<file path="src/rtl/ubank_pkg.sv">
package ubank_pkg;

  // Strobes from the control to the datapath, one cycle each.
  typedef struct packed {
    logic arrWrReq;   // write request data into the array
    logic arrWrLog;   // write a saved log entry back into the array
    logic logSave;    // copy the old word into the selected log slot
    logic rdLatch;    // capture the addressed word on rdData
  } strobe_t;

endpackage

</file>
<file path="src/rtl/ubank_ctrl.sv">
module ubank_ctrl #(
  parameter int NUM_CORES = 4,
  parameter int ADDR_W    = 4,
  parameter int LOG_DEPTH = 4,
  localparam int CORE_W   = (NUM_CORES > 1) ? $clog2(NUM_CORES) : 1,
  localparam int SLOT_W   = (LOG_DEPTH > 1) ? $clog2(LOG_DEPTH) : 1,
  localparam int CNT_W    = $clog2(LOG_DEPTH + 1),
  localparam int DEPTH    = 1 << ADDR_W
) (
  input  logic                 clk,
  input  logic                 rst_n,
  input  logic                 reqValid,
  input  logic                 reqWrite,
  input  logic [CORE_W-1:0]    reqCore,
  input  logic [ADDR_W-1:0]    reqAddr,
  input  logic [NUM_CORES-1:0] txBegin,
  input  logic [NUM_CORES-1:0] txCommit,
  input  logic [NUM_CORES-1:0] txAbort,
  output logic                 reqGrant,
  output logic [NUM_CORES-1:0] txActive,
  output logic [NUM_CORES-1:0] busy,
  output logic [NUM_CORES-1:0] logOverflow,
  output ubank_pkg::strobe_t   strobe,
  output logic [CORE_W-1:0]    logCore,
  output logic [SLOT_W-1:0]    logSlot
);

  // Per-core transaction state
  logic [NUM_CORES-1:0] txOpen;
  logic [NUM_CORES-1:0] ovf;
  logic [NUM_CORES-1:0] pendRestore;
  logic [CNT_W-1:0]     logCnt [NUM_CORES];
  logic [DEPTH-1:0]     wrMap  [NUM_CORES];

  // Restore walker
  logic                 rstActive;
  logic [CORE_W-1:0]    rstCore;
  logic [SLOT_W-1:0]    rstIdx;
  logic [CORE_W-1:0]    nextCore;

  // Request decode
  logic anyRestore, curOpen, curOvf, curHit, curFull;
  logic refuse, canServe, grantInt, ovfTrip, doLog;
  logic [CNT_W-1:0] curCnt;

  always_comb begin
    anyRestore = |pendRestore;
    curOpen    = txOpen[reqCore];
    curOvf     = ovf[reqCore];
    curCnt     = logCnt[reqCore];
    curHit     = wrMap[reqCore][reqAddr];
    curFull    = (curCnt == CNT_W'(LOG_DEPTH));
    refuse     = reqWrite && curOpen && (curOvf || (!curHit && curFull));
    canServe   = reqValid && !anyRestore && !txAbort[reqCore];
    grantInt   = canServe && !refuse;
    ovfTrip    = canServe && refuse && !curOvf;
    doLog      = grantInt && reqWrite && curOpen && !curHit;
  end

  // Lowest-index pending core goes first
  always_comb begin
    nextCore = '0;
    for (int c = NUM_CORES - 1; c >= 0; c--) begin
      if (pendRestore[c]) nextCore = CORE_W'(c);
    end
  end

  always_comb begin
    strobe.arrWrReq = grantInt && reqWrite;
    strobe.arrWrLog = rstActive;
    strobe.logSave  = doLog;
    strobe.rdLatch  = grantInt && !reqWrite;
    logCore         = rstActive ? rstCore : reqCore;
    logSlot         = rstActive ? rstIdx  : curCnt[SLOT_W-1:0];
  end

  // Per-core state updates
  always_ff @(posedge clk) begin
    if (!rst_n) begin
      txOpen      <= '0;
      ovf         <= '0;
      pendRestore <= '0;
      for (int c = 0; c < NUM_CORES; c++) begin
        logCnt[c] <= '0;
        wrMap[c]  <= '0;
      end
    end else begin
      for (int c = 0; c < NUM_CORES; c++) begin
        logic isMe, doAbort, doCommit, doBegin;
        isMe     = (reqCore == CORE_W'(c));
        doAbort  = txAbort[c] && txOpen[c] && !pendRestore[c];
        doCommit = txCommit[c] && txOpen[c] && !ovf[c] && !txAbort[c];
        doBegin  = txBegin[c] && !txOpen[c] && !pendRestore[c];

        if (doLog && isMe) begin
          wrMap[c][reqAddr] <= 1'b1;
          logCnt[c]         <= logCnt[c] + CNT_W'(1);
        end
        if (ovfTrip && isMe) ovf[c] <= 1'b1;

        if (doAbort) begin
          txOpen[c] <= 1'b0;
          ovf[c]    <= 1'b0;
          if (logCnt[c] == '0) wrMap[c] <= '0;
          else                 pendRestore[c] <= 1'b1;
        end else if (doCommit) begin
          txOpen[c] <= 1'b0;
          logCnt[c] <= '0;
          wrMap[c]  <= '0;
        end else if (doBegin) begin
          txOpen[c] <= 1'b1;
        end

        if (rstActive && (rstCore == CORE_W'(c)) && (rstIdx == '0)) begin
          pendRestore[c] <= 1'b0;
          logCnt[c]      <= '0;
          wrMap[c]       <= '0;
        end
      end
    end
  end

  // Restore walker: one log entry per cycle, newest first
  always_ff @(posedge clk) begin
    if (!rst_n) begin
      rstActive <= 1'b0;
      rstCore   <= '0;
      rstIdx    <= '0;
    end else if (!rstActive) begin
      if (anyRestore) begin
        rstActive <= 1'b1;
        rstCore   <= nextCore;
        rstIdx    <= SLOT_W'(logCnt[nextCore] - CNT_W'(1));
      end
    end else if (rstIdx == '0) begin
      rstActive <= 1'b0;
    end else begin
      rstIdx <= rstIdx - SLOT_W'(1);
    end
  end

  assign reqGrant    = grantInt;
  assign txActive    = txOpen;
  assign busy        = pendRestore;
  assign logOverflow = ovf;

  // Checks
  assert_grant_blocked_R6: assert property (@(posedge clk) disable iff (!rst_n)
    (|busy) |-> !reqGrant);

  assert_ovf_refuse_R7: assert property (@(posedge clk) disable iff (!rst_n)
    (reqValid && reqWrite && logOverflow[reqCore]) |-> !reqGrant);

  assert_restore_idx_R5: assert property (@(posedge clk) disable iff (!rst_n)
    rstActive |-> (pendRestore[rstCore] && (CNT_W'(rstIdx) < logCnt[rstCore])));

  for (genvar g = 0; g < NUM_CORES; g++) begin : gCoreChk
    assert_cnt_bound_R3: assert property (@(posedge clk) disable iff (!rst_n)
      logCnt[g] <= CNT_W'(LOG_DEPTH));

    assert_cnt_step_R3: assert property (@(posedge clk) disable iff (!rst_n)
      (logCnt[g] != $past(logCnt[g])) |->
        ((logCnt[g] == $past(logCnt[g]) + CNT_W'(1)) || (logCnt[g] == '0)));

    assert_commit_clear_R4: assert property (@(posedge clk) disable iff (!rst_n)
      (txCommit[g] && txOpen[g] && !ovf[g] && !txAbort[g]) |=>
        ((logCnt[g] == '0) && !txOpen[g]));

    assert_busy_closed_R8: assert property (@(posedge clk) disable iff (!rst_n)
      busy[g] |-> !txActive[g]);
  end

endmodule

</file>
<file path="src/rtl/ubank_dp.sv">
module ubank_dp #(
  parameter int NUM_CORES = 4,
  parameter int ADDR_W    = 4,
  parameter int DATA_W    = 16,
  parameter int LOG_DEPTH = 4,
  localparam int CORE_W   = (NUM_CORES > 1) ? $clog2(NUM_CORES) : 1,
  localparam int SLOT_W   = (LOG_DEPTH > 1) ? $clog2(LOG_DEPTH) : 1,
  localparam int DEPTH    = 1 << ADDR_W
) (
  input  logic               clk,
  input  logic               rst_n,
  input  ubank_pkg::strobe_t strobe,
  input  logic [CORE_W-1:0]  logCore,
  input  logic [SLOT_W-1:0]  logSlot,
  input  logic [ADDR_W-1:0]  reqAddr,
  input  logic [DATA_W-1:0]  reqWdata,
  output logic [DATA_W-1:0]  rdData
);

  logic [DATA_W-1:0] mem     [DEPTH];
  logic [ADDR_W-1:0] logAddr [NUM_CORES][LOG_DEPTH];
  logic [DATA_W-1:0] logData [NUM_CORES][LOG_DEPTH];

  logic [ADDR_W-1:0] undoAddr;
  logic [DATA_W-1:0] undoData;

  always_comb begin
    undoAddr = logAddr[logCore][logSlot];
    undoData = logData[logCore][logSlot];
  end

  // Word array and read register
  always_ff @(posedge clk) begin
    if (!rst_n) begin
      for (int i = 0; i < DEPTH; i++) mem[i] <= '0;
      rdData <= '0;
    end else begin
      if (strobe.arrWrReq)      mem[reqAddr]  <= reqWdata;
      else if (strobe.arrWrLog) mem[undoAddr] <= undoData;
      if (strobe.rdLatch)       rdData <= mem[reqAddr];
    end
  end

  // Undo log storage, needs no reset: entries are only read below the count
  always_ff @(posedge clk) begin
    if (strobe.logSave) begin
      logAddr[logCore][logSlot] <= reqAddr;
      logData[logCore][logSlot] <= mem[reqAddr];
    end
  end

  assert_one_writer_R6: assert property (@(posedge clk) disable iff (!rst_n)
    !(strobe.arrWrReq && strobe.arrWrLog));

  assert_save_not_undo_R5: assert property (@(posedge clk) disable iff (!rst_n)
    !(strobe.logSave && strobe.arrWrLog));

endmodule

</file>
<file path="src/rtl/ubank_top.sv">
module ubank_top #(
  parameter int NUM_CORES = 4,
  parameter int ADDR_W    = 4,
  parameter int DATA_W    = 16,
  parameter int LOG_DEPTH = 4,
  localparam int CORE_W   = (NUM_CORES > 1) ? $clog2(NUM_CORES) : 1,
  localparam int SLOT_W   = (LOG_DEPTH > 1) ? $clog2(LOG_DEPTH) : 1
) (
  input  logic                 clk,
  input  logic                 rst_n,
  input  logic                 reqValid,
  input  logic                 reqWrite,
  input  logic [CORE_W-1:0]    reqCore,
  input  logic [ADDR_W-1:0]    reqAddr,
  input  logic [DATA_W-1:0]    reqWdata,
  output logic                 reqGrant,
  output logic [DATA_W-1:0]    rdData,
  input  logic [NUM_CORES-1:0] txBegin,
  input  logic [NUM_CORES-1:0] txCommit,
  input  logic [NUM_CORES-1:0] txAbort,
  output logic [NUM_CORES-1:0] txActive,
  output logic [NUM_CORES-1:0] busy,
  output logic [NUM_CORES-1:0] logOverflow
);

  ubank_pkg::strobe_t strobe;
  logic [CORE_W-1:0]  logCore;
  logic [SLOT_W-1:0]  logSlot;

  ubank_ctrl #(
    .NUM_CORES(NUM_CORES), .ADDR_W(ADDR_W), .LOG_DEPTH(LOG_DEPTH)
  ) u_ctrl (
    .clk(clk), .rst_n(rst_n),
    .reqValid(reqValid), .reqWrite(reqWrite), .reqCore(reqCore), .reqAddr(reqAddr),
    .txBegin(txBegin), .txCommit(txCommit), .txAbort(txAbort),
    .reqGrant(reqGrant), .txActive(txActive), .busy(busy), .logOverflow(logOverflow),
    .strobe(strobe), .logCore(logCore), .logSlot(logSlot)
  );

  ubank_dp #(
    .NUM_CORES(NUM_CORES), .ADDR_W(ADDR_W), .DATA_W(DATA_W), .LOG_DEPTH(LOG_DEPTH)
  ) u_dp (
    .clk(clk), .rst_n(rst_n),
    .strobe(strobe), .logCore(logCore), .logSlot(logSlot),
    .reqAddr(reqAddr), .reqWdata(reqWdata), .rdData(rdData)
  );

endmodule

</file>
<file path="config.mk">
export PLATFORM = sky130hd
export DESIGN_NAME = ubank_top
export DESIGN_NICKNAME = d
export VERILOG_FILES = /design/src/rtl/ubank_pkg.sv /design/src/rtl/ubank_ctrl.sv /design/src/rtl/ubank_dp.sv /design/src/rtl/ubank_top.sv
export SDC_FILE = /design/constraint.sdc
export NUM_CORES = 1
export LEC_CHECK = 0
export BUFFER_PORTS_ARGS = -buffer_cell sky130_fd_sc_hd__buf_2
export CAP_MARGIN = 10
export CORE_MARGIN = 2
export CORE_UTILIZATION = 30
export DETAILED_ROUTE_END_ITERATION = 10
export SLEW_MARGIN = 30
export SYNTH_ARGS = -nofsm -noshare
export SYNTH_HDL_FRONTEND = slang
export SYNTH_SLANG_ARGS = --single-unit
</file>
<file path="constraint.sdc">
create_clock -name clk -period 11.99 [get_ports clk]
set_input_delay 1.7985 -clock clk [delete_from_list [all_inputs] [get_ports clk]]
set_output_delay 1.7985 -clock clk [all_outputs]
set_load 0.005 [all_outputs]
</file>
==> results of run 1 <==
## path summary, 6_finish.rpt
kind | from | endpoint | slack (ns) | cells past startpoint
max reg2reg | u_ctrl.rstActive | u_dp.mem[9][2] | 7.30 | 10
max | reqAddr[3] | reqGrant | 5.72 | 9
min reg2reg | u_dp.rdData[15] | u_dp.rdData[15] | 0.51 | 2
min | u_dp.rdData[15] | u_dp.rdData[15] | 0.51 | 2
## sequential cells by signal, summed over array words and instances, names as in the netlist
name                count
u_dp.mem              256
u_dp.logData          256
u_ctrl.wrMap           64
u_ctrl.rstActive        1
u_ctrl.logCnt          12
u_ctrl.busy             4
u_dp.logAddr           64
u_ctrl.logOverflow      4
u_ctrl.rstCore          2
u_ctrl.rstIdx           2
u_ctrl.txActive         4
u_dp.rdData            16
## worst max-delay path, cell delays in order
cell      delay (ns)
buf_2           0.08
buf_4           0.48
nor4bb_1        0.77
a22o_1          0.36
nor3_4          0.07
nand4_4         0.18
nor2_1          0.11
nor2b_1         0.39
buf_2           0.20
## Yosys cell counts, drive strengths merged (21+ instances only)
cell	n	share of area (%)
dfxtp	33	2.1
edfxtp	652	63
a311oi	32	0.90
mux2i	60	1.9
clkbuf	99	1.2
nand2	390	4.7
and2	139	2.8
o21ai	85	1.5
nand3	166	2.7
nor4	71	1.5
nor2	54	0.71
nor2b	149	3.0
mux2	21	0.76
mux4	98	7.2
buf	75	1.3
## logic make-up after synthesis
family,Yosys count,synth area share [%]
AOI/OAI and AO/OA,193,4.36
xor gates and xnor gates,5,0.141
adders and majority gates,8,0.322
buffers and inverters,189,2.70
DFF,685,65.0
muxes,179,9.89
and+or+nand+nor,1063,17.6
## per-layer routing
| layer | global-route usage, % | share of wire, % | vias up |
|---|---|---|---|
| li1 | - | - | 8693 |
| met1 | 23.8 | 44 | 9862 |
| met2 | 25.4 | 46 | 885 |
| met3 | 2.45 | 8.1 | 130 |
| met4 | 4.02 | 2.2 | 2 |
| met5 | 0 | 0.011 | - |
## report_power, final
group,leakage [nW],switching (mW),internal (mW)
sequential,6.61,0.0339,2.71
combinational,4.12,0.500,0.209
clock,1.14,0.973,1.25
total,11.9,1.51,4.16
## per-stage QoR
stage	hold WS, ns	utilization [%]
2_1_floorplan	0.499	-
3_3_place_gp	0.493	31.8
3_5_place_dp	0.505	31.9
4_1_cts	0.518	34.1
5_1_grt	0.531	34.2
6_report	0.511	34.2
## area by class of cell
cell class              instances  area [µm²]
fillers                     10000       67900
flip-flops and latches        685       20200
multi-input cells            1448       10200
clock buffers                  86        1920
well taps                    1380        1730
repair buffers                108         686
clock inverters                49         418
inverters                      15        56.3
diodes                          3        7.51
==> metrics.md, run 1 <==
| Metric | Value |
|---|---|
| Commonest non-fill, non-tap cell in the layout | `edfxtp_1` |
| Status | `finished clean` |
| First-pass GRT wire length | `130000 µm` |
| PwrDens | `161 nW/µm²` |
| Via-to-Cell Ratio | `5.19` |
| Gr usage total | `16.3%` |
| Non-filler cells, final | `3774` |
| Post-route setup slack | `5.72 ns` |
| Clock root buffer | `clkbuf_16` |
| EDFF count, synth | `652` |
| Initial DRT Pass Iterations | `5` |
| Iteration-0 DRC count of the detailed router | `2452` |
| Endpoints failing setup | `0` |
| Post-Route Setup TNS | `0 ns` |
| TritonCTS Buffers | `75` |
| Max Freq | `159 MHz` |
| Via count | `19600` |
| Post_cts resized | `0` |
| Clk sink count | `685` |
| Syn_area_per_cell | `13.4 µm²` |
| Syn Nets | `2368` |
| ANT nets after route | `0` |
| Critical Path Start Type | `primary input` |
| Critical Path RT | `10.19 ns` |
| Htree depth | `3` |
| Residual DRC | `0` |
| Core Box Area | `103000 µm²` |
| Num rows | `118` |
| Die Width | `326 µm` |
| Area Growth Syn to Fin | `13.2%` |
| Pins Over Slew Limit | `0` |
| Leading cell types in the layout, fill and taps excluded | `edfxtp_1 (652), nand2_1 (389), nand3_1 (165), nor2b_1 (149), and2_1 (139)` |
| Worst-Margin Slew | `0.967 ns` |
| Fin crit share | `52.3%` |
| DIE AREA | `106000 µm²` |
| Max-cap violations | `0` |
| Post-synth cell types | `73` |
| Routability cong. | `0.857` |
| Peak VDD IR | `0.000103 V` |
| # IOs | `67` |
| Post-Syn Instances | `2322` |
| CTS tree | `yes` |
| Ys async rst share | `0%` |
| Total power draw | `5.67 mW` |
| CP max FO | `47` |
| Slew headroom | `35.6%` |
| Hold-fix buffers, CTS | `0` |
| Routed wire length per instance | `23.4 µm` |
| Total gr overflow | `0` |
| Max Buffers Root-to-Sink | `3` |
| Antenna violations before repair | `3` |
| Main synth FF type | `edfxtp_1` |
| #FFs+latches synth | `685` |
| Synthesized cell area | `31100 µm²` |
| Vias in the first global route | `18900` |
| Min-Delay Path Class | `reg -> reg` |
| Total routed wirelength | `88200 µm` |
| DP Area | `32900 µm²` |
| Initial Util | `30.2%` |
| Worst-skew pair later-pin latency | `0.63 ns` |
| PortBufs | `66` |
| Clk slew on worst S/H paths | `0.05 ns` |
| YS warnings | `0` |
| Largest net degree at the start of global routing | `93` |
| Post-synthesis sequential area ratio | `65.0%` |
| Clk_skew | `0.0254 ns` |
| Cell count after placement | `3635` |
| Unrepaired setup endpoints after global routing | `false` |
| Dpl hpwl | `55500 µm` |
| Design area | `35300 µm²` |
| Worst slack at placement | `5.41 ns` |
| CP endpoint kind | `output pin` |
| Setup Crit Path Kind | `in -> out` |
| Leak | `11.9 nW` |
| Layout cell share with drive strength beyond 1 | `16.1%` |
| Die height | `326 µm` |
| Post-CTS repair timing setup buffer count | `0` |
| Nets@finish | `2379` |
| Final hold violation count | `0` |
| Worst Path Arrival | `4.48 ns` |
| Tmin final | `6.27 ns` |
No activity file was read; power rests on OpenSTA's default activity.
==> run 2: changes to the inputs <==
==> constraint.sdc (replaced) <==
create_clock -name clk -period 5.1 [get_ports clk]
set_input_delay 0.765 -clock clk [delete_from_list [all_inputs] [get_ports clk]]
set_output_delay 0.765 -clock clk [all_outputs]
set_load 0.005 [all_outputs]
==> metrics.md, run 2 (synthesized netlist as in run 1, its figures left out) <==
| Metric | Value |
|---|---|
| Max Buffers Root-to-Sink | `3` |
| Htree depth | `3` |
| Clk sink count | `685` |
| Peak VDD IR | `0.000260 V` |
| CP endpoint kind | `register` |
| Routed wire length per instance | `22.1 µm` |
| Final hold violation count | `0` |
| Leading cell types in the layout, fill and taps excluded | `edfxtp_1 (652), nand2_1 (389), nand3_1 (165), nor2b_1 (149), and2_1 (139)` |
| Critical Path RT | `5.34 ns` |
| # IOs | `67` |
| Commonest non-fill, non-tap cell in the layout | `edfxtp_1` |
| Critical Path Start Type | `primary input` |
| Via count | `19600` |
| PwrDens | `376 nW/µm²` |
| Largest net degree at the start of global routing | `91` |
| Iteration-0 DRC count of the detailed router | `2187` |
| Worst-case reg-to-reg path depth | `7` |
| Hold path cells | `3` |
| Critical-path cell list | `buf_2 -> buf_4 -> mux4_2 -> a22o_1 -> nor3_4 -> nand4_4 -> o21ai_2 -> a41o_1 -> a21boi_1 -> nand2b_1` |
| Max incr delay on CP | `0.69 ns` |
| Status | `finished clean` |
| Area Growth Syn to Fin | `15.1%` |
| Worst path bufs/invs | `2` |
| Vias in the first global route | `19200` |
| Core Box Area | `103000 µm²` |
| # fillers | `9844` |
| Hold-fix buffers, CTS | `0` |
| Post-CTS repair timing setup buffer count | `0` |
| Min-Delay Path Class | `in -> reg` |
| Gr usage total | `15.6%` |
| Seq. cell area | `20200 µm²` |
| First-pass GRT wire length | `126000 µm` |
| Worst-Margin Slew | `1.06 ns` |
| Endpoints failing setup | `0` |
| CP max FO | `16` |
| Antenna violations before repair | `4` |
| Total power draw | `13.5 mW` |
| CTS tree | `yes` |
| Worst-skew pair later-pin latency | `0.64 ns` |
| R2r startpoint | `u_ctrl.rstActive` |
| Residual DRC | `0` |
| Top Registers | `u_dp.logData: 256 flops, u_dp.mem: 256 flops` |
| Slew headroom | `29.2%` |
| Dpl hpwl | `53100 µm` |
| Hold Startpoint | `txBegin[3]` |
| Nets@finish | `2441` |
| Clk slew on worst S/H paths | `0.06 ns` |
| Clk_skew | `0.0346 ns` |
| Tmin final | `4.12 ns` |
| Multi-input logic area | `10200 µm²` |
| Die height | `326 µm` |
| Unrepaired setup endpoints after global routing | `false` |
| Max-cap violations | `0` |
| Max Freq | `243 MHz` |
| Design area | `35800 µm²` |
| Via-to-Cell Ratio | `5.10` |
| Worst Path Arrival | `4.36 ns` |
| Num rows | `118` |
| Post-Route Setup TNS | `0 ns` |
| Reg2reg setup slack | `1.01 ns` |
| Setup Crit Path Kind | `in -> reg` |
| ANT nets after route | `0` |
| Initial DRT Pass Iterations | `5` |
| Initial Util | `30.2%` |
| Fin crit share | `80.8%` |
| CP max-delay cell | `nand2b_1` |
| Total routed wirelength | `84600 µm` |
| Post_cts resized | `0` |
| FF-to-FF End | `u_dp.mem[14][8]` |
| Layout cell share with drive strength beyond 1 | `18.3%` |
| TritonCTS Buffers | `73` |
| Pins Over Slew Limit | `0` |
| WHS Endpoint | `u_ctrl.txActive[3]` |
| Total gr overflow | `0` |
| DIE AREA | `106000 µm²` |
| Ant diodes | `0` |
| Clock root buffer | `clkbuf_16` |
| Leak | `12.2 nW` |
| Routability cong. | `0.824` |
| CP delay by family, top | `compound AO/OA/AOI/OAI gates` |
| PortBufs | `66` |
| DP Area | `33400 µm²` |
| Die Width | `326 µm` |
[run 2: cell count changes in the layout (fill, tap and decap cells not counted), moves of 3 or more]
cell / delta
bufinv_16: +5
buf_12: +5
buf_4: +61
clkinv_2: +3
diode_2: -3
clkinv_1: -4
clkinv_8: -3
[run 2: worst max path at each step]
stage | start | end | slack, ns | cells past startpoint
after detailed placement | reqCore[0] | u_dp.mem[14][6] | 0.41 | 10
after floorplan | reqCore[1] | u_dp.mem[10][0] | 1.04 | 12
after global placement | reqCore[0] | u_dp.mem[14][4] | 0.45 | 10
after global routing | u_ctrl.rstActive | u_dp.mem[14][8] | 0.75 | 7
final | reqCore[0] | u_dp.mem[14][8] | 0.98 | 10
after CTS | u_ctrl.rstActive | u_dp.mem[14][8] | 1.0 | 7
[run 2: per-layer routing]
| layer | routed length [µm] | global-route usage, % | up-vias | part of all wire, % |
|---|---|---|---|---|
| met5 | 0 | 0 | - | 0 |
| met4 | 1860 | 3.84 | 0 | 2.2 |
| met3 | 5130 | 2.28 | 137 | 6.1 |
| met2 | 40300 | 25.3 | 728 | 48 |
| met1 | 37300 | 22.0 | 9906 | 44 |
| li1 | - | - | 8803 | - |
[run 2: metrics by stage]
stage	worst slack (ns)	util (%)	hold slack, ns	cells
final	0.979	34.7	0.425	3835
after global routing	0.747	34.7	0.435	3835
after CTS	0.997	34.7	0.410	3835
after detailed placement	0.410	32.4	0.512	3700
after global placement	0.450	32.4	0.492	3700
after floorplan	1.04	-	0.499	2322
[run 2: tightest hold or removal path: stages]
cell     delay (ns)
buf_2          0.11
nand2_1        0.06
a21oi_1        0.06
[run 2: power breakdown]
| group | internal [mW] | total, mW | switching, mW |
|---|---|---|---|
| logic | 0.526 | 1.61 | 1.08 |
| registers | 6.36 | 6.44 | 0.0736 |
| clock network | 3.17 | 5.43 | 2.25 |
| total | 10.1 | 13.5 | 3.41 |
[run 2: layout make-up]
| class | count | area share, % |
|---|---|---|
| tap | 1380 | 4.82 |
| sequential | 685 | 56.5 |
| clock inverter | 47 | 1.38 |
| multi-input combinational | 1448 | 28.4 |
| inverter | 15 | 0.157 |
| timing repair buffer | 172 | 3.35 |
| clock buffer | 88 | 5.37 |
==> run 3: changes to the inputs <==
--- a/config.mk
+++ b/config.mk
@@ -5,6 +5,7 @@
 export SDC_FILE = /design/constraint.sdc
 export NUM_CORES = 1
 export LEC_CHECK = 0
+export ABC_AREA = 1
 export BUFFER_PORTS_ARGS = -buffer_cell sky130_fd_sc_hd__buf_2
 export CAP_MARGIN = 10
 export CORE_MARGIN = 2
==> constraint.sdc (replaced) <==
create_clock -name clk -period 4 [get_ports clk]
set_input_delay 0.6 -clock clk [delete_from_list [all_inputs] [get_ports clk]]
set_output_delay 0.6 -clock clk [all_outputs]
set_load 0.005 [all_outputs]
==> metrics.md, run 3 <==
| Metric | Value |
|---|---|
| Status | `finished clean` |
| Antenna violations before repair | `2` |
| Worst-case reg-to-reg path depth | `15` |
| Most frequent cell on the critical path | `nand2_1` |
| Num rows | `114` |
| Residual DRC | `0` |
| Worst Path Arrival | `3.86 ns` |
| Via count | `20800` |
| Via-to-Cell Ratio | `5.22` |
| FF-to-FF End | `u_dp.mem[15][8]` |
| CTS tree | `yes` |
| Post-Route Setup TNS | `0 ns` |
| Worst path bufs/invs | `2` |
| Most frequent cells after synthesis | `edfxtp_1 (652), nand2_1 (523), nor3_1 (299)` |
| Dpl hpwl | `54000 µm` |
| TritonCTS Buffers | `74` |
| Leading cell types in the layout, fill and taps excluded | `edfxtp_1 (652), nand2_1 (519), nor3_1 (299), a22oi_1 (246), buf_4 (149)` |
| Unrepaired setup endpoints after global routing | `false` |
| Post-Syn Instances | `2529` |
| Syn_area_per_cell | `11.6 µm²` |
| DP Area | `32100 µm²` |
| Leak | `12.1 nW` |
| Post-route setup slack | `0.437 ns` |
| Max Freq | `281 MHz` |
| Post-synth cell types | `42` |
| CP max FO | `22` |
| Pins Over Slew Limit | `0` |
| Post-synthesis sequential area ratio | `69.1%` |
| Total gr overflow | `0` |
| Core Box Area | `96700 µm²` |
| Fin crit share | `89.1%` |
| EDFF count, synth | `652` |
| Routability cong. | `0.840` |
| Layout cell share with drive strength beyond 1 | `15.6%` |
| Max Buffers Root-to-Sink | `3` |
| Hold Startpoint | `txBegin[1]` |
| Initial DRT Pass Iterations | `6` |
| Routed wire length per instance | `21.7 µm` |
| CP startpoint | `u_ctrl.rstActive` |
| Commonest non-fill, non-tap cell in the layout | `edfxtp_1` |
| Top post-synthesis cells by area | `edfxtp_1 (67%), nand2_1 (6.7%), a22oi_1 (6.3%)` |
| Htree depth | `3` |
| Worst-skew pair later-pin latency | `0.63 ns` |
| Slew headroom | `37.1%` |
| Clk sink count | `685` |
| Iteration-0 DRC count of the detailed router | `2253` |
| WHS Endpoint | `u_ctrl.txActive[1]` |
| Area Growth Syn to Fin | `17.5%` |
| Largest net degree at the start of global routing | `65` |
| Clk slew on worst S/H paths | `0.06 ns` |
| Peak VDD IR | `0.000257 V` |
| Tmin final | `3.56 ns` |
| Gr usage total | `17.0%` |
| Worst slack at placement | `0.215 ns` |
| Syn Nets | `2575` |
| First-pass GRT wire length | `129000 µm` |
| Most common cell in the netlist | `edfxtp_1` |
| Setup Crit Path Kind | `reg -> reg` |
| Total routed wirelength | `86400 µm` |
| DIE AREA | `100000 µm²` |
| Min-Delay Path Class | `in -> reg` |
| R2r startpoint | `u_ctrl.rstActive` |
| PwrDens | `491 nW/µm²` |
| Die height | `316 µm` |
| Ys async rst share | `0%` |
| Final hold violation count | `0` |
| Synth top area share | `66.8%` |
| Critical Path Start Type | `register` |
| Post_cts resized | `0` |
| CP delay by family, top | `simple AND/OR/NAND/NOR gates` |
| Clk_skew | `0.0294 ns` |
| Die Width | `316 µm` |
| Critical Path RT | `4.30 ns` |
| Max incr delay on CP | `0.59 ns` |
| CP endpoint kind | `register` |
| Post-CTS repair timing setup buffer count | `0` |
| Top cell type by total area after synthesis | `edfxtp_1` |
| #FFs+latches synth | `685` |
| Hold-fix buffers, CTS | `0` |
| Main synth FF type | `edfxtp_1` |
| Critical-path cell list | `nand2_1 -> o21ai_2 -> nand2_1 -> inv_2 -> nand2_1 -> nand3_1 -> nand2_1 -> nand2_1 -> nand2_1 -> nand3_1 -> nand3_1 -> nand2_1 -> nand3_4 -> o21ai_2 -> buf_4` |
| Design area | `34400 µm²` |
| Nets@finish | `2702` |
| Clock root buffer | `clkbuf_16` |
| PortBufs | `66` |
| Top Registers | `u_dp.logData: 256 flops, u_dp.mem: 256 flops` |
| Reg2reg setup slack | `0.44 ns` |
| CP max-delay cell | `dfxtp_1` |
| Hold path cells | `3` |
| Vias in the first global route | `20400` |
| YS warnings | `0` |
| ANT nets after route | `0` |
| Initial Util | `30.3%` |
| # IOs | `67` |
| Worst-Margin Slew | `0.943 ns` |
| Synthesized cell area | `29300 µm²` |
| Endpoints failing setup | `0` |
| Max-cap violations | `0` |
==> run 3: cell types whose count changed in the layout (fill, tap and decap cells not counted), moves of 48 or more <==
| cell | previous run | this run |
|---|---|---|
| nor2_1 | 34 | 117 |
| mux2i_1 | 57 | 0 |
| nand2_1 | 389 | 519 |
| a21oi_1 | 18 | 117 |
| nor2b_1 | 149 | 0 |
| o21ai_0 | 75 | 26 |
| nor3_1 | 15 | 299 |
| a22oi_1 | 6 | 246 |
| buf_4 | 101 | 149 |
| nor4_1 | 70 | 2 |
| nand3_1 | 165 | 94 |
| and2_1 | 139 | 1 |
| mux4_2 | 89 | 0 |
| inv_1 | 15 | 87 |
==> run 3: power by group <==
part,total [mW],internal (mW),switching [mW]
clock,6.62,3.73,2.89
combinational,2.11,0.579,1.53
sequential,8.17,8.09,0.0804
==> run 3: final cells by class <==
class	count	area (µm²)
Multi-Input combinational cell	1560	8090
Inverter	103	387
Timing Repair Buffer	232	1790
Clock buffer	90	1930
Antenna cell	2	5.00
Tap cell	1276	1600
Sequential cell	685	20200
Clock inverter	41	388
Fill cell	9501	62300
==> run 3: how the worst max path moves through the flow <==
stage | depth (start not counted) | endpoint | slack, ns
finish | 15 | u_dp.mem[15][8] | 0.44
global route | 16 | u_dp.mem[12][7] | 0.25
floorplan | 16 | u_dp.mem[5][0] | 0.12
CTS | 15 | u_dp.mem[15][4] | 0.51
detailed placement | 15 | u_dp.mem[3][10] | 0.21
global placement | 15 | u_dp.mem[6][10] | 0.24
==> run 3: worst min-delay path: stages <==
cell and delay [ns]:
buf_2 0.09, a21oi_1 0.13, nor3_1 0.06
==> run 3: logic make-up after synthesis <==
group / count (synthesis) / synth area share [%]
AND/OR/NAND/NOR: 1099 / 16.2
flip-flops: 685 / 69.1
AO/OA/AOI/OAI: 448 / 10.2
buffers and inverters: 284 / 4.01
adder cells (fa/ha/maj): 8 / 0.342
XOR/XNOR: 5 / 0.150
==> run 3: stage by stage <==
step / util (%) / total power, mW / hold WS (ns) / instances
final: 35.6 / 16.9 / 0.312 / 3989
after detailed placement: 33.2 / 10.4 / 0.457 / 3856
after floorplan: - / 9.47 / 0.458 / 2529
after global routing: 35.6 / 17.4 / 0.319 / 3988
after global placement: 33.2 / 10.4 / 0.448 / 3856
after CTS: 35.6 / 17.0 / 0.283 / 3987
==> run 3: metal layers <==
layer	wire, µm	share of wire [%]	global-route usage, %	vias up
li1	-	-	-	9530
met1	36200	42	22.9	10300
met2	41500	48	28.1	813
met3	5660	6.6	2.13	135
met4	2960	3.4	6.73	0
met5	0	0	0	-
